$ cat src/rtl/evl_pkg.sv
package evl_pkg;

    // trigger type codes held per line
    localparam logic [2:0] TRG_RISE = 3'd0;
    localparam logic [2:0] TRG_FALL = 3'd1;
    localparam logic [2:0] TRG_BOTH = 3'd2;
    localparam logic [2:0] TRG_HIGH = 3'd3;
    localparam logic [2:0] TRG_LOW  = 3'd4;

    // write port register map
    localparam int REG_IE   = 0;
    localparam int REG_WE   = 1;
    localparam int REG_CLR  = 2;
    localparam int REG_SWT  = 3;
    localparam int REG_FEN  = 4;
    localparam int REG_FLEN = 5;

    typedef enum logic [1:0] {
        FL_LOW  = 2'd0,
        FL_RISE = 2'd1,
        FL_HIGH = 2'd2,
        FL_FALL = 2'd3
    } flt_state_t;

endpackage

$ cat src/rtl/evl_sync.sv
module evl_sync #(
    parameter int W = 16
) (
    input  logic         clk,
    input  logic         rst_n,
    input  logic [W-1:0] d_i,
    output logic [W-1:0] q_o
);

    logic [W-1:0] meta_q;

    always_ff @(posedge clk or negedge rst_n) begin
        if (!rst_n) begin
            meta_q <= '0;
            q_o    <= '0;
        end else begin
            meta_q <= d_i;
            q_o    <= meta_q;
        end
    end

endmodule

$ cat src/rtl/evl_filter.sv
module evl_filter
    import evl_pkg::*;
#(
    parameter int CNT_W = 4
) (
    input  logic             clk,
    input  logic             rst_n,
    input  logic             raw_i,
    input  logic [CNT_W-1:0] limit_i,
    output logic             level_o
);

    flt_state_t       state_q, state_d;
    logic [CNT_W-1:0] cnt_q, cnt_d;

    // state register
    always_ff @(posedge clk or negedge rst_n) begin
        if (!rst_n) begin
            state_q <= FL_LOW;
            cnt_q   <= '0;
        end else begin
            state_q <= state_d;
            cnt_q   <= cnt_d;
        end
    end

    // next state
    always_comb begin
        state_d = state_q;
        cnt_d   = cnt_q;
        unique case (state_q)
            FL_LOW: begin
                if (raw_i) begin
                    state_d = FL_RISE;
                    cnt_d   = '0;
                end
            end
            FL_RISE: begin
                if (!raw_i) begin
                    state_d = FL_LOW;
                end else if (cnt_q == limit_i) begin
                    state_d = FL_HIGH;
                end else begin
                    cnt_d = cnt_q + CNT_W'(1);
                end
            end
            FL_HIGH: begin
                if (!raw_i) begin
                    state_d = FL_FALL;
                    cnt_d   = '0;
                end
            end
            FL_FALL: begin
                if (raw_i) begin
                    state_d = FL_HIGH;
                end else if (cnt_q == limit_i) begin
                    state_d = FL_LOW;
                end else begin
                    cnt_d = cnt_q + CNT_W'(1);
                end
            end
            default: state_d = FL_LOW;
        endcase
    end

    // outputs
    always_comb begin
        unique case (state_q)
            FL_HIGH, FL_FALL: level_o = 1'b1;
            default:          level_o = 1'b0;
        endcase
    end

endmodule

$ cat src/rtl/evl_detect.sv
module evl_detect
    import evl_pkg::*;
(
    input  logic       clk,
    input  logic       rst_n,
    input  logic       level_i,
    input  logic [2:0] mode_i,
    output logic       hit_o
);

    logic prev_q;

    always_ff @(posedge clk or negedge rst_n) begin
        if (!rst_n) prev_q <= 1'b0;
        else        prev_q <= level_i;
    end

    always_comb begin
        case (mode_i)
            TRG_RISE: hit_o = level_i & ~prev_q;
            TRG_FALL: hit_o = ~level_i & prev_q;
            TRG_BOTH: hit_o = level_i ^ prev_q;
            TRG_HIGH: hit_o = level_i;
            TRG_LOW:  hit_o = ~level_i;
            default:  hit_o = 1'b0;
        endcase
    end

endmodule

$ cat src/rtl/evl_ctrl.sv
module evl_ctrl
    import evl_pkg::*;
#(
    parameter  int NUM_LINES = 16,
    parameter  int FLT_W     = 4,
    localparam int IDX_W     = $clog2(NUM_LINES),
    localparam int ADDR_W    = IDX_W + 1
) (
    input  logic                 clk,
    input  logic                 rst_n,
    input  logic [NUM_LINES-1:0] pin_i,
    input  logic                 wr_en_i,
    input  logic [ADDR_W-1:0]    wr_addr_i,
    input  logic [NUM_LINES-1:0] wr_data_i,
    output logic [NUM_LINES-1:0] pending_o,
    output logic                 irq_o,
    output logic                 wake_o
);

    logic [NUM_LINES-1:0] sync_q;
    logic [NUM_LINES-1:0] flt_lvl;
    logic [NUM_LINES-1:0] line_lvl;
    logic [NUM_LINES-1:0] hit;
    logic [NUM_LINES-1:0] ie_q, we_q, fen_q, pend_q;
    logic [NUM_LINES-1:0] clr_m, swt_m;
    logic [FLT_W-1:0]     flen_q;

    logic sel_ie, sel_we, sel_clr, sel_swt, sel_fen, sel_flen;

    assign sel_ie   = wr_en_i && (wr_addr_i == ADDR_W'(REG_IE));
    assign sel_we   = wr_en_i && (wr_addr_i == ADDR_W'(REG_WE));
    assign sel_clr  = wr_en_i && (wr_addr_i == ADDR_W'(REG_CLR));
    assign sel_swt  = wr_en_i && (wr_addr_i == ADDR_W'(REG_SWT));
    assign sel_fen  = wr_en_i && (wr_addr_i == ADDR_W'(REG_FEN));
    assign sel_flen = wr_en_i && (wr_addr_i == ADDR_W'(REG_FLEN));

    assign clr_m = sel_clr ? wr_data_i : '0;
    assign swt_m = sel_swt ? wr_data_i : '0;

    evl_sync #(.W(NUM_LINES)) u_sync (
        .clk   (clk),
        .rst_n (rst_n),
        .d_i   (pin_i),
        .q_o   (sync_q)
    );

    // shared configuration registers
    always_ff @(posedge clk or negedge rst_n) begin
        if (!rst_n) begin
            ie_q   <= '0;
            we_q   <= '0;
            fen_q  <= '0;
            flen_q <= '0;
        end else begin
            if (sel_ie)   ie_q   <= wr_data_i;
            if (sel_we)   we_q   <= wr_data_i;
            if (sel_fen)  fen_q  <= wr_data_i;
            if (sel_flen) flen_q <= wr_data_i[FLT_W-1:0];
        end
    end

    // per-line path: filter, bypass select, trigger type, detector
    for (genvar i = 0; i < NUM_LINES; i++) begin : g_line
        logic [2:0] mode_q;

        always_ff @(posedge clk or negedge rst_n) begin
            if (!rst_n)
                mode_q <= TRG_RISE;
            else if (wr_en_i && (wr_addr_i == ADDR_W'(NUM_LINES + i)))
                mode_q <= wr_data_i[2:0];
        end

        evl_filter #(.CNT_W(FLT_W)) u_flt (
            .clk     (clk),
            .rst_n   (rst_n),
            .raw_i   (sync_q[i]),
            .limit_i (flen_q),
            .level_o (flt_lvl[i])
        );

        assign line_lvl[i] = fen_q[i] ? flt_lvl[i] : sync_q[i];

        evl_detect u_det (
            .clk     (clk),
            .rst_n   (rst_n),
            .level_i (line_lvl[i]),
            .mode_i  (mode_q),
            .hit_o   (hit[i])
        );
    end

    // sticky pending bits: a set wins over a clear
    always_ff @(posedge clk or negedge rst_n) begin
        if (!rst_n) pend_q <= '0;
        else        pend_q <= (pend_q & ~clr_m) | hit | swt_m;
    end

    assign pending_o = pend_q;
    assign irq_o     = |(pend_q & ie_q);
    assign wake_o    = |(pend_q & we_q);

endmodule

$ cat config.mk
export PLATFORM = sky130hd
export DESIGN_NAME = evl_ctrl
export DESIGN_NICKNAME = d
export VERILOG_FILES = /design/src/rtl/evl_pkg.sv /design/src/rtl/evl_sync.sv /design/src/rtl/evl_filter.sv /design/src/rtl/evl_detect.sv /design/src/rtl/evl_ctrl.sv
export SDC_FILE = /design/constraint.sdc
export NUM_CORES = 1
export LEC_CHECK = 0
export ABC_AREA = 1
export BUFFER_PORTS_ARGS = -buffer_cell sky130_fd_sc_hd__clkbuf_2
export CAP_MARGIN = 20
export CELL_PAD_IN_SITES_DETAIL_PLACEMENT = 0
export CELL_PAD_IN_SITES_GLOBAL_PLACEMENT = 1
export CORE_ASPECT_RATIO = 0.8
export CORE_MARGIN = 2
export CORE_UTILIZATION = 25
export CTS_CLUSTER_SIZE = 40
export DETAILED_ROUTE_END_ITERATION = 6
export PLACE_DENSITY = 0.51
export SYNTH_ARGS = -nofsm -noshare
export SYNTH_HDL_FRONTEND = slang
export SYNTH_HIERARCHICAL = 1
export SYNTH_SLANG_ARGS = --single-unit
$ cat constraint.sdc
create_clock -name clk -period 1.9 [get_ports clk]
set_clock_uncertainty 0.05 [all_clocks]
set_input_delay 0.19 -clock clk [delete_from_list [all_inputs] [get_ports clk]]
set_output_delay 0.19 -clock clk [all_outputs]
set_load 0.1 [all_outputs]
==> metrics <==
initial core utilization=25.2%; Final setup violation count=0; vias in the first global route=between 10k and 15k; CTS sink cnt=260; Util after Layout=30.5%; outcome=finished, final reports clean; Arr. time, crit path=1630 ps; final antenna-violating net count=0; Hold Vio Cnt, Final=0; multi-input logic area=~6500 µm²; initial antenna violation count=1; residual overflow from global routing=0; Crit Path Max Fanout=4; Syn Nets=1859; DRC viols=0; final total power=~21 mW; core area=56500 µm²; crit-path max cell delay=440 ps; Clk pin slew, worst setup/hold paths=50 ps; Post-Syn Area per Cell=8.04 µm²; FP Rows=78; Crit. End Element=primary output; port bufs=57; fraction of layout instances using a drive strength above 1=17.2%; Crit path required time=~1700 ps; final critical-path share of the clock period=98.6%; die area=58900 µm²; Routed Wire Length=37600 µm; delay-heaviest family, CP=flip-flops; CTS Buffer Depth=3; Hold Crit Class=input port to flop; Largest register FFs=64; TritonRoute pass-1 iters=5; cells along the critical path=nand2_1, nand4_1, nor2_2, nand2_2, clkbuf_16; Skew-Pair Late Insertion Delay=540 ps; vias per cell=~4.1; Startpoint Class=flop; largest net degree at the start of global routing=100; synth warn=6; Worst VDD drop=527 µV; most common cell after layout, fill and taps aside=nand2_1; HPWL after detailed placement=26200 µm; Seq/Total Area, Yosys=between 40 and 50%; via count=11.1k; sequential cell area=6530 µm²; Post-Syn Instances=1771; Crit Path Class=flop to primary output; Max Cap Viol=0; leading registers by flop count=g_line.u_flt/cnt_q x64, g_line.mode_q x48; max-slew violations=0; area added between synthesis and finish=21.1%; Leak Pwr=8.63 nW; final std cells w/o fill=2684; Die Height=roughly 220 µm; per-cell routed wire length=14.0 µm; global-route wire length before repair=60900 µm; Synth Register Bits=between 200 and 300; CTS tree=built; PwrDens=around 1200 nW/µm²; Max-slew headroom=58.2%; Ports=58; Inserted Clock Buffers=34; RSZ-0062 raised after global routing=yes; Slowest-stage cell, CP=dfrtp_2; H-tree depth=2; Total GRT Usage=between 10% and 20%; Top reg by flops=g_line.u_flt/cnt_q; most frequent cells in the layout=nand2_1, inv_1, dfrtp_1; worst slew pin tran=630 ps; fillcell total=5939; Starting DRT DRC Count=567; minimum clock period=1870 ps; Buf/Inv on CP=1; Die Width=271 µm; GP Congestion=a little under 0.8; Net count, final=slightly below 2k; mapped cell area=14200 µm²; Clk Tree Root Cell=clkbuf_16; Yosys cell types=25; r2r setup slk=between 150 and 200 ps; Max Clk Rate=between 0.5 and 0.6 GHz; Placed Cells=2579
-- stage by stage --
| stage | hold WS [ps] | worst slack [ps] | setup TNS [ps] | cell area (µm²) |
|---|---|---|---|---|
| after CTS | 119 | -36.1 | -61.4 | 17200 |
| after global placement | 185 | 152 | 0 | 15600 |
| final | 132 | 25.8 | 0 | 17200 |
| after floorplan | -156 | 104 | 0 | 14300 |
| after global routing | 178 | -61.2 | -119 | 17200 |
| after detailed placement | 182 | 151 | 0 | 15600 |
-- worst paths after layout --
check	cells past startpoint	startpoint	to
min in group asynchronous	3	rst_n	g_line[3].u_flt/state_q[0]$_DFFE_PN0P_
max reg2reg	10	fen_q[0]$_DFFE_PN0P_	pending_o[0]$_DFF_PN0_
min reg2reg	0	u_sync/meta_q[11]$_DFF_PN0_	u_sync/q_o[11]$_DFF_PN0_
max	5	pending_o[4]$_DFF_PN0_	wake_o
min	4	wr_addr_i[3]	g_line[2].mode_q[2]$_DFFE_PN0P_
max in group asynchronous	3	rst_n	pending_o[6]$_DFF_PN0_
-- routing by layer --
layer / routed length (µm) / up-vias / global-route usage (%)
met1: 19200 / 5144 / 18.8
met2: 16000 / 139 / 20.2
met3: 1390 / 55 / 2.47
met4: 901 / 0 / 4.13
met5: 0 / - / 0
li1: - / 5715 / -
-- where the power goes --
part | internal (mW) | leakage (nW) | total (mW) | switching (mW)
registers | 6.69 | 3.25 | 8.06 | 1.37
logic | 2.54 | 4.81 | 6.51 | 3.97
clock network | 4.04 | 0.561 | 6.57 | 2.53
-- synthesized netlist by cell type, drive strengths merged --
cell type  count  area (µm²)
xnor2         32         280
o21ai        116         581
nand4         40         250
ha            48         601
buf           12        83.8
nand3        145         931
nor3           3        30.0
clkbuf        22        82.6
inv          281        1050
nand2        639        2680
dfrtp        260        6510
nor2         141         716
mux2          16         180
xor2          16         260
-- cells by family (layout without fill, tap and decap cells) --
kind of cell / after synthesis / count (layout) / synth area share, %
AND/OR/NAND/NOR: 968 / 968 / 32.3
buffers and inverters: 315 / 467 / 8.58
flip-flops: 260 / 260 / 45.7
AO/OA/AOI/OAI: 116 / 116 / 4.08
adder cells (fa/ha/maj): 48 / 48 / 4.22
XOR/XNOR: 48 / 48 / 3.80
multiplexers: 16 / 16 / 1.27
other: 0 / 1 / 0
-- worst min-delay path, delay by kind of cell --
family | cells | cell delay (ps)
AOI/OAI and AO/OA | 1 | 90
and+or+nand+nor | 2 | 230
buffers and inverters | 1 | 150
-- layout make-up --
class | instances | area share [%]
antenna | 1 | 0.0145
clock buffer | 52 | 6.05
clock inverter | 8 | 0.523
inverter | 281 | 6.12
multi-input combinational | 1196 | 38.0
sequential | 260 | 37.9
tap | 760 | 5.52
timing repair buffer | 126 | 5.94
-- what timing repair did --
action	4_1_cts	5_1_grt
cloned	0	0
buffers inserted	7	4
gates resized for setup	18	5
pin swaps	8	4
hold buffers	33	0
hold endpoints to repair	324	0
setup endpoints to repair	2	2
Power figures use the tool's default switching activity.
